<file path="config.mk">
export PLATFORM = sky130hd
export DESIGN_NAME = tick_timer
export DESIGN_NICKNAME = d
export VERILOG_FILES = /design/src/rtl/tick_timer_pkg.sv /design/src/rtl/tmr_prescale.sv /design/src/rtl/tmr_count.sv /design/src/rtl/tmr_chan.sv /design/src/rtl/tick_timer.sv
export SDC_FILE = /design/constraint.sdc
export NUM_CORES = 1
export LEC_CHECK = 0
export ABC_AREA = 1
export BUFFER_PORTS_ARGS = -buffer_cell sky130_fd_sc_hd__buf_2
export CORE_MARGIN = 3
export CORE_UTILIZATION = 50
export CTS_CLUSTER_SIZE = 14
export DETAILED_ROUTE_END_ITERATION = 10
export GPL_TIMING_DRIVEN = 0
export HOLD_SLACK_MARGIN = 0.08
export PLACE_DENSITY = 0.77
export RECOVER_POWER = 100
export SLEW_MARGIN = 15
export SYNTH_ARGS = -nofsm -noshare
export SYNTH_HDL_FRONTEND = slang
export SYNTH_SLANG_ARGS = --single-unit
</file>
<file path="constraint.sdc">
create_clock -name clk -period 3.1 [get_ports clk]
set_clock_uncertainty 0.15 [all_clocks]
set_input_delay 0.62 -clock clk [delete_from_list [all_inputs] [get_ports clk]]
set_output_delay 0.62 -clock clk [all_outputs]
set_load 0.02 [all_outputs]
</file>
<file path="src/rtl/tick_timer_pkg.sv">
package tick_timer_pkg;

    localparam int BUS_W  = 32;
    localparam int ADDR_W = 8;
    localparam int DIV_W  = 3;
    localparam int PRE_W  = (1 << DIV_W) - 1;

    localparam logic [ADDR_W-1:0] OFS_INFO   = 8'h04;
    localparam logic [ADDR_W-1:0] OFS_CTRL   = 8'h10;
    localparam logic [ADDR_W-1:0] OFS_COUNT  = 8'h14;
    localparam logic [ADDR_W-1:0] OFS_WRAP   = 8'h18;
    localparam logic [ADDR_W-1:0] OFS_STAT   = 8'h1C;
    localparam logic [ADDR_W-1:0] OFS_CH_CTL = 8'h20;
    localparam logic [ADDR_W-1:0] OFS_CH_VAL = 8'h24;

    localparam logic [3:0] CH_MODE_SWCMP = 4'h4;

    typedef enum logic {
        CLK_HOLD = 1'b0,
        CLK_STEP = 1'b1
    } clk_mode_e;

    typedef struct packed {
        clk_mode_e        mode;
        logic [DIV_W-1:0] div;
    } tmr_ctrl_t;

    typedef struct packed {
        logic       ie;
        logic [3:0] mode;
    } ch_ctrl_t;

    function automatic logic [PRE_W-1:0] div_mask(input logic [DIV_W-1:0] n);
        logic [PRE_W:0] one_hot;
        one_hot = (PRE_W+1)'(1) << n;
        return PRE_W'(one_hot - 1'b1);
    endfunction

endpackage

</file>
<file path="src/rtl/tmr_prescale.sv">
module tmr_prescale
    import tick_timer_pkg::*;
(
    input  logic             clk,
    input  logic             rst,
    input  logic             run,
    input  logic [DIV_W-1:0] div,
    output logic             tick
);

    logic [PRE_W-1:0] pre_q;
    logic [PRE_W-1:0] mask;

    assign mask = div_mask(div);
    assign tick = run && ((pre_q & mask) == mask);

    always_ff @(posedge clk) begin
        if (rst || !run) begin
            pre_q <= '0;
        end else begin
            pre_q <= pre_q + 1'b1;
        end
    end


    tick_spacing_chk: assert property (@(posedge clk) disable iff (rst)
        (tick && div != '0) |=> (!tick || !$stable(div)));

endmodule

</file>
<file path="src/rtl/tmr_count.sv">
module tmr_count #(
    parameter int CW = 16
) (
    input  logic          clk,
    input  logic          rst,
    input  logic          tick,
    input  logic          clr,
    input  logic [CW-1:0] wrap,
    input  logic          ovf_clr,
    output logic [CW-1:0] cnt,
    output logic          ovf
);

    logic [CW-1:0] cnt_q;
    logic          ovf_q;
    logic          wrap_ev;

    assign wrap_ev = tick && (cnt_q == wrap);

    always_ff @(posedge clk) begin
        if (rst || clr) begin
            cnt_q <= '0;
        end else if (tick) begin
            cnt_q <= wrap_ev ? '0 : cnt_q + 1'b1;
        end
    end

    always_ff @(posedge clk) begin
        if (rst) begin
            ovf_q <= 1'b0;
        end else if (wrap_ev) begin
            ovf_q <= 1'b1;
        end else if (ovf_clr) begin
            ovf_q <= 1'b0;
        end
    end

    assign cnt = cnt_q;
    assign ovf = ovf_q;


    wrap_sets_ovf_chk: assert property (@(posedge clk) disable iff (rst)
        wrap_ev |=> (ovf_q && cnt_q == '0));


    count_clear_chk: assert property (@(posedge clk) disable iff (rst)
        clr |=> (cnt_q == '0));


    count_hold_chk: assert property (@(posedge clk) disable iff (rst)
        (!tick && !clr) |=> $stable(cnt_q));

endmodule

</file>
<file path="src/rtl/tmr_chan.sv">
module tmr_chan
    import tick_timer_pkg::*;
#(
    parameter int CW = 16
) (
    input  logic          clk,
    input  logic          rst,
    input  logic          tick,
    input  logic [CW-1:0] cnt,
    input  logic [CW-1:0] cmp,
    input  logic [3:0]    mode,
    input  logic          flag_clr,
    output logic          flag
);

    logic hit;
    logic flag_q;

    assign hit = tick && (mode == CH_MODE_SWCMP) && (cnt == cmp);

    always_ff @(posedge clk) begin
        if (rst) begin
            flag_q <= 1'b0;
        end else if (hit) begin
            flag_q <= 1'b1;
        end else if (flag_clr) begin
            flag_q <= 1'b0;
        end
    end

    assign flag = flag_q;


    match_sets_flag_chk: assert property (@(posedge clk) disable iff (rst)
        hit |=> flag_q);


    flag_needs_match_chk: assert property (@(posedge clk) disable iff (rst)
        (!flag_q && mode != CH_MODE_SWCMP) |=> !flag_q);

endmodule

</file>
<file path="src/rtl/tick_timer.sv">
module tick_timer
    import tick_timer_pkg::*;
#(
    parameter int CW = 16
) (
    input  logic              clk,
    input  logic              rst,
    input  logic [ADDR_W-1:0] bus_addr,
    input  logic              bus_we,
    input  logic [BUS_W-1:0]  bus_wdata,
    output logic [BUS_W-1:0]  bus_rdata,
    output logic              irq
);

    localparam logic [7:0] WIDTH_CODE = 8'(CW);

    tmr_ctrl_t     ctrl_q;
    ch_ctrl_t      chc_q;
    logic [CW-1:0] wrap_q;
    logic [CW-1:0] cmp_q;

    logic wr_ctrl, wr_count, wr_wrap, wr_stat, wr_chc, wr_cmp;
    logic tick, ovf, flag, flag_clr;
    logic [CW-1:0] cnt;
    logic unused_wbits;

    assign unused_wbits = ^bus_wdata;

    assign wr_ctrl  = bus_we && (bus_addr == OFS_CTRL);
    assign wr_count = bus_we && (bus_addr == OFS_COUNT);
    assign wr_wrap  = bus_we && (bus_addr == OFS_WRAP);
    assign wr_stat  = bus_we && (bus_addr == OFS_STAT);
    assign wr_chc   = bus_we && (bus_addr == OFS_CH_CTL);
    assign wr_cmp   = bus_we && (bus_addr == OFS_CH_VAL);

    always_ff @(posedge clk) begin
        if (rst) begin
            ctrl_q <= '{mode: CLK_HOLD, div: '0};
            chc_q  <= '0;
            wrap_q <= '1;
            cmp_q  <= '0;
        end else begin
            if (wr_ctrl) begin
                ctrl_q.mode <= bus_wdata[3] ? CLK_STEP : CLK_HOLD;
                ctrl_q.div  <= bus_wdata[DIV_W-1:0];
            end
            if (wr_chc) begin
                chc_q.ie   <= bus_wdata[6];
                chc_q.mode <= bus_wdata[5:2];
            end
            if (wr_wrap) wrap_q <= CW'(bus_wdata);
            if (wr_cmp)  cmp_q  <= CW'(bus_wdata);
        end
    end

    assign flag_clr = (wr_chc && bus_wdata[7]) || (wr_stat && bus_wdata[0]);

    tmr_prescale u_pre (
        .clk  (clk),
        .rst  (rst),
        .run  (ctrl_q.mode == CLK_STEP),
        .div  (ctrl_q.div),
        .tick (tick)
    );

    tmr_count #(.CW(CW)) u_cnt (
        .clk     (clk),
        .rst     (rst),
        .tick    (tick),
        .clr     (wr_count),
        .wrap    (wrap_q),
        .ovf_clr (wr_ctrl && bus_wdata[7]),
        .cnt     (cnt),
        .ovf     (ovf)
    );

    tmr_chan #(.CW(CW)) u_ch0 (
        .clk      (clk),
        .rst      (rst),
        .tick     (tick),
        .cnt      (cnt),
        .cmp      (cmp_q),
        .mode     (chc_q.mode),
        .flag_clr (flag_clr),
        .flag     (flag)
    );

    assign irq = flag && chc_q.ie;

    always_comb begin
        bus_rdata = '0;
        case (bus_addr)
            OFS_INFO:   bus_rdata[23:16] = WIDTH_CODE;
            OFS_CTRL:   bus_rdata[7:0]   = {ovf, 3'b000, ctrl_q.mode == CLK_STEP, ctrl_q.div};
            OFS_COUNT:  bus_rdata        = BUS_W'(cnt);
            OFS_WRAP:   bus_rdata        = BUS_W'(wrap_q);
            OFS_STAT:   bus_rdata[0]     = flag;
            OFS_CH_CTL: bus_rdata[7:0]   = {flag, chc_q.ie, chc_q.mode, 2'b00};
            OFS_CH_VAL: bus_rdata        = BUS_W'(cmp_q);
            default:    bus_rdata        = '0;
        endcase
    end


    irq_follows_chk: assert property (@(posedge clk) disable iff (rst)
        (bus_addr == OFS_STAT && !bus_rdata[0]) |-> !irq);

endmodule

</file>
* Word-level counts from Yosys, hierarchy flattened
Cells that the tools add are included.
** Word-level totals
- Register bits after elaboration :: 66
- Bits in latches :: 0
- Bits in writable memories :: 0
- Memory bits (read-only) :: 0
- Output and inout port bits :: 33
- Memories kept :: 0
** Operators by class
- Add/subtract/negate cells :: 3
- Multiply operators :: 0
- Divide/modulo/power cells :: 0
- Order comparisons :: 0
- Equality and inequality tests :: 11
- Shift operators :: 1
- Muxes and demuxes :: 10
- Bitwise gates (word level) :: 1
- Reductions and logical operators :: 20
** Operators by type and width (number)
- one-hot mux 7 bit (5 select lines) :: 1
- == test 16 bit :: 2
- == test 8 x 5 -> 1 bit, second input constant :: 4
- one-hot mux 8 bit (3 select lines) :: 1
- adder 16 x 1 -> 16 bit, second input constant :: 1
- == test 8 x 6 -> 1 bit, second input constant :: 2
- two-way mux 16 bit :: 1
- logical AND 1 bit :: 14
- == test 8 x 3 -> 1 bit, second input constant :: 1
- adder 7 x 1 -> 7 bit, second input constant :: 1
- bitwise AND 7 bit :: 1
- == test 7 bit :: 1
- left shift 1 x 3 -> 7 bit, first input constant :: 1
- subtractor 7 x 1 -> 7 bit, second input constant :: 1
- two-way mux 1 bit :: 5
- two-way mux 5 bit :: 1
- one-hot mux 1 bit (5 select lines) :: 1
- == test 4 x 3 -> 1 bit, second input constant :: 1
- nonzero test 2 bit :: 2
- logical OR 1 bit :: 3
- zero test 1 bit :: 1

* Logic depth before layout (Yosys ltp)
- Word-level depth :: 8
- Mapped depth :: 12
- Gate-level depth less buffers :: 12

* By module
From an unflattened synthesis, not the netlist that was laid out.
** Unflattened totals
- Cells, all modules :: 692
- Area total of the unflattened synthesis :: 4256.6 um2
** By module, submodules not included
- tick_timer :: instances 1, cells an instance 378, area each 2378.5 um2, sequential area each 820.8 um2
- tmr_count :: instances 1, cells an instance 183, area each 1164.9 um2, sequential area each 340.3 um2
- tmr_prescale :: instances 1, cells an instance 52, area each 359.1 um2, sequential area each 140.1 um2
- tmr_chan :: instances 1, cells an instance 79, area each 354.1 um2, sequential area each 20.0 um2

* Least setup slack after synthesis
No wires, ideal clock.
- Path kind :: input -> output
- From :: in bus_addr[1]
- To :: out bus_rdata[4]
- Arrival time :: 1714 ps
- Slack :: 616 ps
- Stages on the path :: 6
- Cells stage by stage :: nor2_2 > nand2_1 > nor2_2 > nand2_1 > buf_2 > o21ai_0
** On the way
- Cells in the longest elaborated chain, start to end :: 2
- Elaborated cells on any way between the ends :: 6
- Those cells by class :: eq/ne (5); mux (1)
** RTL lines
- from (decl) :: RTL line tick_timer.sv:8 : input logic [ADDR_W-1:0] bus_addr,
- == test 8 x 6 -> 1 bit or == test 8 x 5 -> 1 bit (tied branches) :: RTL line tick_timer.sv:92 : case (bus_addr)
- one-hot mux 7 bit (5 select lines) * :: RTL line tick_timer.sv:92
- to (decl) :: RTL line tick_timer.sv:11 : output logic [BUS_W-1:0] bus_rdata,
Every way passes the cells marked *; elsewhere a longest branch is shown, timed or not.

* Final worst setup path
- From :: in bus_addr[1]
- To :: out bus_rdata[12]
** On the way
- Cells in the longest elaborated chain, start to end :: 2
- Elaborated cells on any way between the ends :: 4
- Those cells by class :: eq/ne (3); mux (1)
** RTL lines (RTL line)
- == test 8 x 6 -> 1 bit or == test 8 x 5 -> 1 bit (tied branches) :: tick_timer.sv:92
- one-hot mux 8 bit (3 select lines) * :: tick_timer.sv:92
Marked as above.

==> flow_results.org <==
** Status
- The run finished with clean final reports.

** Place
- DP HPWL :: 8.30 mm
- Quantity of I/O buffers inserted on ports :: between 40 and 50
- OpenSTA, run right after detailed placement, puts the worst setup slack at 286 ps.
- GPL Wtd Cong :: 0.955
- Placed Instances :: 760

** Pwr
- The analysis attributes to cell leakage a power of 1.99 nW.
- Switching portion of total power :: 23.9%
- The clock network accounts for 41.7% of the total power.
- Dividing total power by cell area gives a power density of 374 nW/um^2.
- Pint :: 1.24 mW
- Largest vdd supply drop :: roughly 0.00027 V
- The analysis attributes to net switching a power of 0.390 mW.
- Part of the total power dissipated in sequential elements :: 52.2%
- Combinational share of power :: under 10%

** Layout
- Cells fill 59.4% of the core in the end.
- Number of diodes :: 0
- The finished layout holds 776 standard cells, fillers aside.
- Fin nets :: 717
- The top cell types in the final layout, fill and taps aside, are 157 x sky130_fd_sc_hd__nand2_1, 82 x sky130_fd_sc_hd__nor2_1, 73 x sky130_fd_sc_hd__inv_1, 66 x sky130_fd_sc_hd__dfxtp_1, 51 x sky130_fd_sc_hd__o21ai_0.
- The library cell used most frequently in the layout, excluding fill and tap cells, is sky130_fd_sc_hd__nand2_1.
- Fraction of layout instances using a drive strength above 1 :: 12.0%
- Relative to the synthesized area, the layout overhead comes to 14.2%.

** Worst setup path
- The slowest stage of the critical path belongs to the cell sky130_fd_sc_hd__clkbuf_2.
- Crit path max fanout :: 10
- The worst setup path is of the in -> out kind.
- Arrival time of the worst setup path :: 2120 ps
- Capturing instance or port of the critical path :: bus_rdata[12]
- STA classifies the critical path endpoint as a primary output.
- Ordered cell list for the critical path :: buf_2 > nor2_2 > nand2_1 > nor2_2 > nand2_1 > clkbuf_2 > o221ai_1 > clkbuf_1
- Worst reg-to-reg path cell count :: 10
- Data required time at the worst endpoint :: 2330 ps
- For flop-to-flop paths, the worst setup slack is 1260 ps.
- STA classifies the critical path startpoint as an input pin.
- In this run the critical register-to-register path is captured at u_cnt.cnt[7].
- FF-to-FF Start :: u_cnt.cnt[13]
- Crit. Startpoint :: bus_addr[1]
- In this design, the stage delay of the slowest critical-path cell is 290 ps.

** Floorplanning
- Once the floorplan was initialized, standard cells occupied between 50% and 60% of the core.
- The die is slightly above 90 um tall.
- Measured along the x axis, the die boundary spans between 90 and 100 um.
- Die Area :: 8710 sq um
- Number of placement rows :: 31
- During I/O placement, the number of pins put on the boundary was 76.
- After floorplanning, the core was sized to cover approximately 7300 sq um.

** Timing
- Setup violations remaining at the end of the flow were counted as 0.
- After layout, the worst setup slack is 214 ps.
- The worst path needs roughly 2900 ps of the cycle, external delays included.
- Number of max-slew violations in the final report :: 0
- Worst-case headroom to the max-slew limit :: between 50% and 60%
- Final Cycle Share :: 93.1%
- Setup repair after global routing left no endpoint under its margin.
- At the pin with the least slew margin, the transition time is 639 ps.
- Total negative setup slack :: 0 ps
- Total count of hold-check failures in the final report :: 0
- Hold is met by 334 ps.
- Based on the critical path, the design can be clocked at up to 347 MHz.

** Drt
- Aggregate routed wire length :: 11.0 mm
- First-pass iteration count of the detailed router :: 6
- In the routed design, unresolved DRC markers number 0.
- Dividing the detail-routed via count by the number of cells gives 5.31.
- Number of design-rule violations left by the first detailed-router iteration :: roughly 380
- Vias post-DR :: 4,120
- Routed length per instance :: between 10 and 15 um
- Post-route ant nets :: 0

** Logic synthesis
- The Yosys step of the flow raised 0 warnings.
- In this run, synthesis inferred 0 flip-flops with an integrated enable.
- Most used flip-flop cell after synthesis :: sky130_fd_sc_hd__dfxtp_1
- Fraction of post-synthesis cell area in the top cell type by area :: approximately a third
- After technology mapping, the gate count stands at between 600 and 700.
- Cell Area, Synth :: 3810 sq um
- Area leader, netlist :: sky130_fd_sc_hd__dfxtp_1
- After synthesis the netlist holds a flip-flop and latch count of 66.
- After synthesis, the share of flip-flops with an asynchronous set or reset is 0%.
- By area the synthesized netlist is led by sky130_fd_sc_hd__dfxtp_1 35%, sky130_fd_sc_hd__nand2_1 15%, sky130_fd_sc_hd__nor2_1 8.0%.
- After synthesis, the netlist uses 36 different library cells.
- A synthesized cell averages 6.33 sq um.
- Share of the yosys chip area belonging to registers :: 34.6%

** Clock tree
- Buffers inserted during post-CTS setup optimization :: 0
- The clock tree synthesis step divided the H-tree into 3 levels.
- TritonCTS clock tree :: built
- Clock transition at the registers of the reported paths :: roughly 70 ps
- Clock Root Buffer :: sky130_fd_sc_hd__clkbuf_8
- In this run, CTS created clock tree buffers numbering 9.
- In this run the deepest clock path goes through 2 buffers.
- Post-CTS Resized :: 0
- Clock insertion delay at the later pin of the skew report :: 350 ps
- Counting every sink on the clock net gives between 60 and 70.
- Buffers inserted to repair hold after CTS numbered 0.

** Global routing
- Number of antenna violations at the first check in global routing :: 0
- The total overflow left after global routing is 0.
- Across every metal layer, demand over resource in global routing totals 26.1%.
- The first global-routing pass estimated 17.7 mm of wire.
- Pin count of the biggest net entering global routing :: 11
- The via count of the first global-routing pass is about 3,700.

** Hold path
- Min-Delay Path Class :: reg -> reg

** Job
- Max_cap viols :: 0
==> synthesized netlist by cell type (3+ instances only) <==
cell                         n
sky130_fd_sc_hd__a21oi_1    44
sky130_fd_sc_hd__buf_2       5
sky130_fd_sc_hd__buf_4      19
sky130_fd_sc_hd__clkbuf_1    5
sky130_fd_sc_hd__dfxtp_1    66
sky130_fd_sc_hd__inv_1      72
sky130_fd_sc_hd__inv_2       8
sky130_fd_sc_hd__nand2_1   156
sky130_fd_sc_hd__nand2_2     3
sky130_fd_sc_hd__nand3_1    38
sky130_fd_sc_hd__nand4_1     5
sky130_fd_sc_hd__nor2_1     81
sky130_fd_sc_hd__nor2_2      4
sky130_fd_sc_hd__nor3_1      4
sky130_fd_sc_hd__o21ai_0    45
sky130_fd_sc_hd__o21ai_1     6
sky130_fd_sc_hd__o221ai_1    9
sky130_fd_sc_hd__o22ai_1     5
sky130_fd_sc_hd__xor2_1      8
==> final cells by class <==
cell class	instances	area [sq um]
Tap cell	99	124
Fill cell	721	2970
Sequential cell	66	1320
Inverter	81	307
Clock inverter	2	10.0
Timing Repair Buffer	44	201
Clock buffer	14	173
Buffer	31	191
Multi-Input combinational cell	439	2030
==> kinds of logic after synthesis <==
group	Yosys count	share of synthesized area, %
simple gates	298	32.6
compound gates	115	16.6
buf+inv	112	13.3
flops	66	34.6
xor+xnor	9	2.07
fa+ha+maj	2	0.656
other cells	1	0.0983
==> layer usage <==
metal	GRT usage [%]	up-vias	wire length [um]
met5	0	-	0
met4	12.0	0	287
met3	3.30	25	965
met2	42.3	181	5120
met1	34.5	1867	4600
li1	-	2047	-
==> registers in the layout (all words and copies together) (netlist names) <==
register and cells:
u_ch0.flag 1, chc_q 5, wrap_q 16, ctrl_q 4, cmp_q 16, u_cnt.ovf 1, u_cnt.cnt 16, u_pre.pre_q 7
==> how the worst min path moves through the flow <==
stage                         startpoint        endpoint  slack [ps]  cells after the start
after floorplan           u_pre.pre_q[0]  u_pre.pre_q[0]         290                      1
after global placement    u_pre.pre_q[6]  u_pre.pre_q[6]         310                      2
after detailed placement       cmp_q[13]       cmp_q[13]         330                      2
after CTS                      cmp_q[13]       cmp_q[13]         340                      2
after global routing        bus_wdata[9]       wrap_q[9]         350                      3
final                          cmp_q[13]       cmp_q[13]         330                      2
==> power by group through the flow <==
stage / Sequential (mW) / Clock [mW] / Combinational (mW)
after floorplan: 0.869 / 0 / 0.0635
after global placement: 0.869 / 0 / 0.0982
after detailed placement: 0.869 / 0 / 0.0991
after CTS: 0.850 / 0.687 / 0.0996
after global routing: 0.849 / 0.716 / 0.110
final: 0.850 / 0.679 / 0.100
==> metrics by stage <==
step	cell area (sq um)	total power [mW]
6_report	4360	1.63
5_1_grt	4360	1.68
4_1_cts	4390	1.64
3_5_place_dp	4210	0.968
3_3_place_gp	4210	0.967
2_1_floorplan	3870	0.932
==> worst max-delay path: cells and delay by family <==
| family | cells | cell delay [ps] |
|---|---|---|
| AO/OA/AOI/OAI | 1 | 280 |
| buffers and inverters | 3 | 650 |
| AND/OR/NAND/NOR | 4 | 560 |
Note: power is estimated with default switching activity, not from simulation.
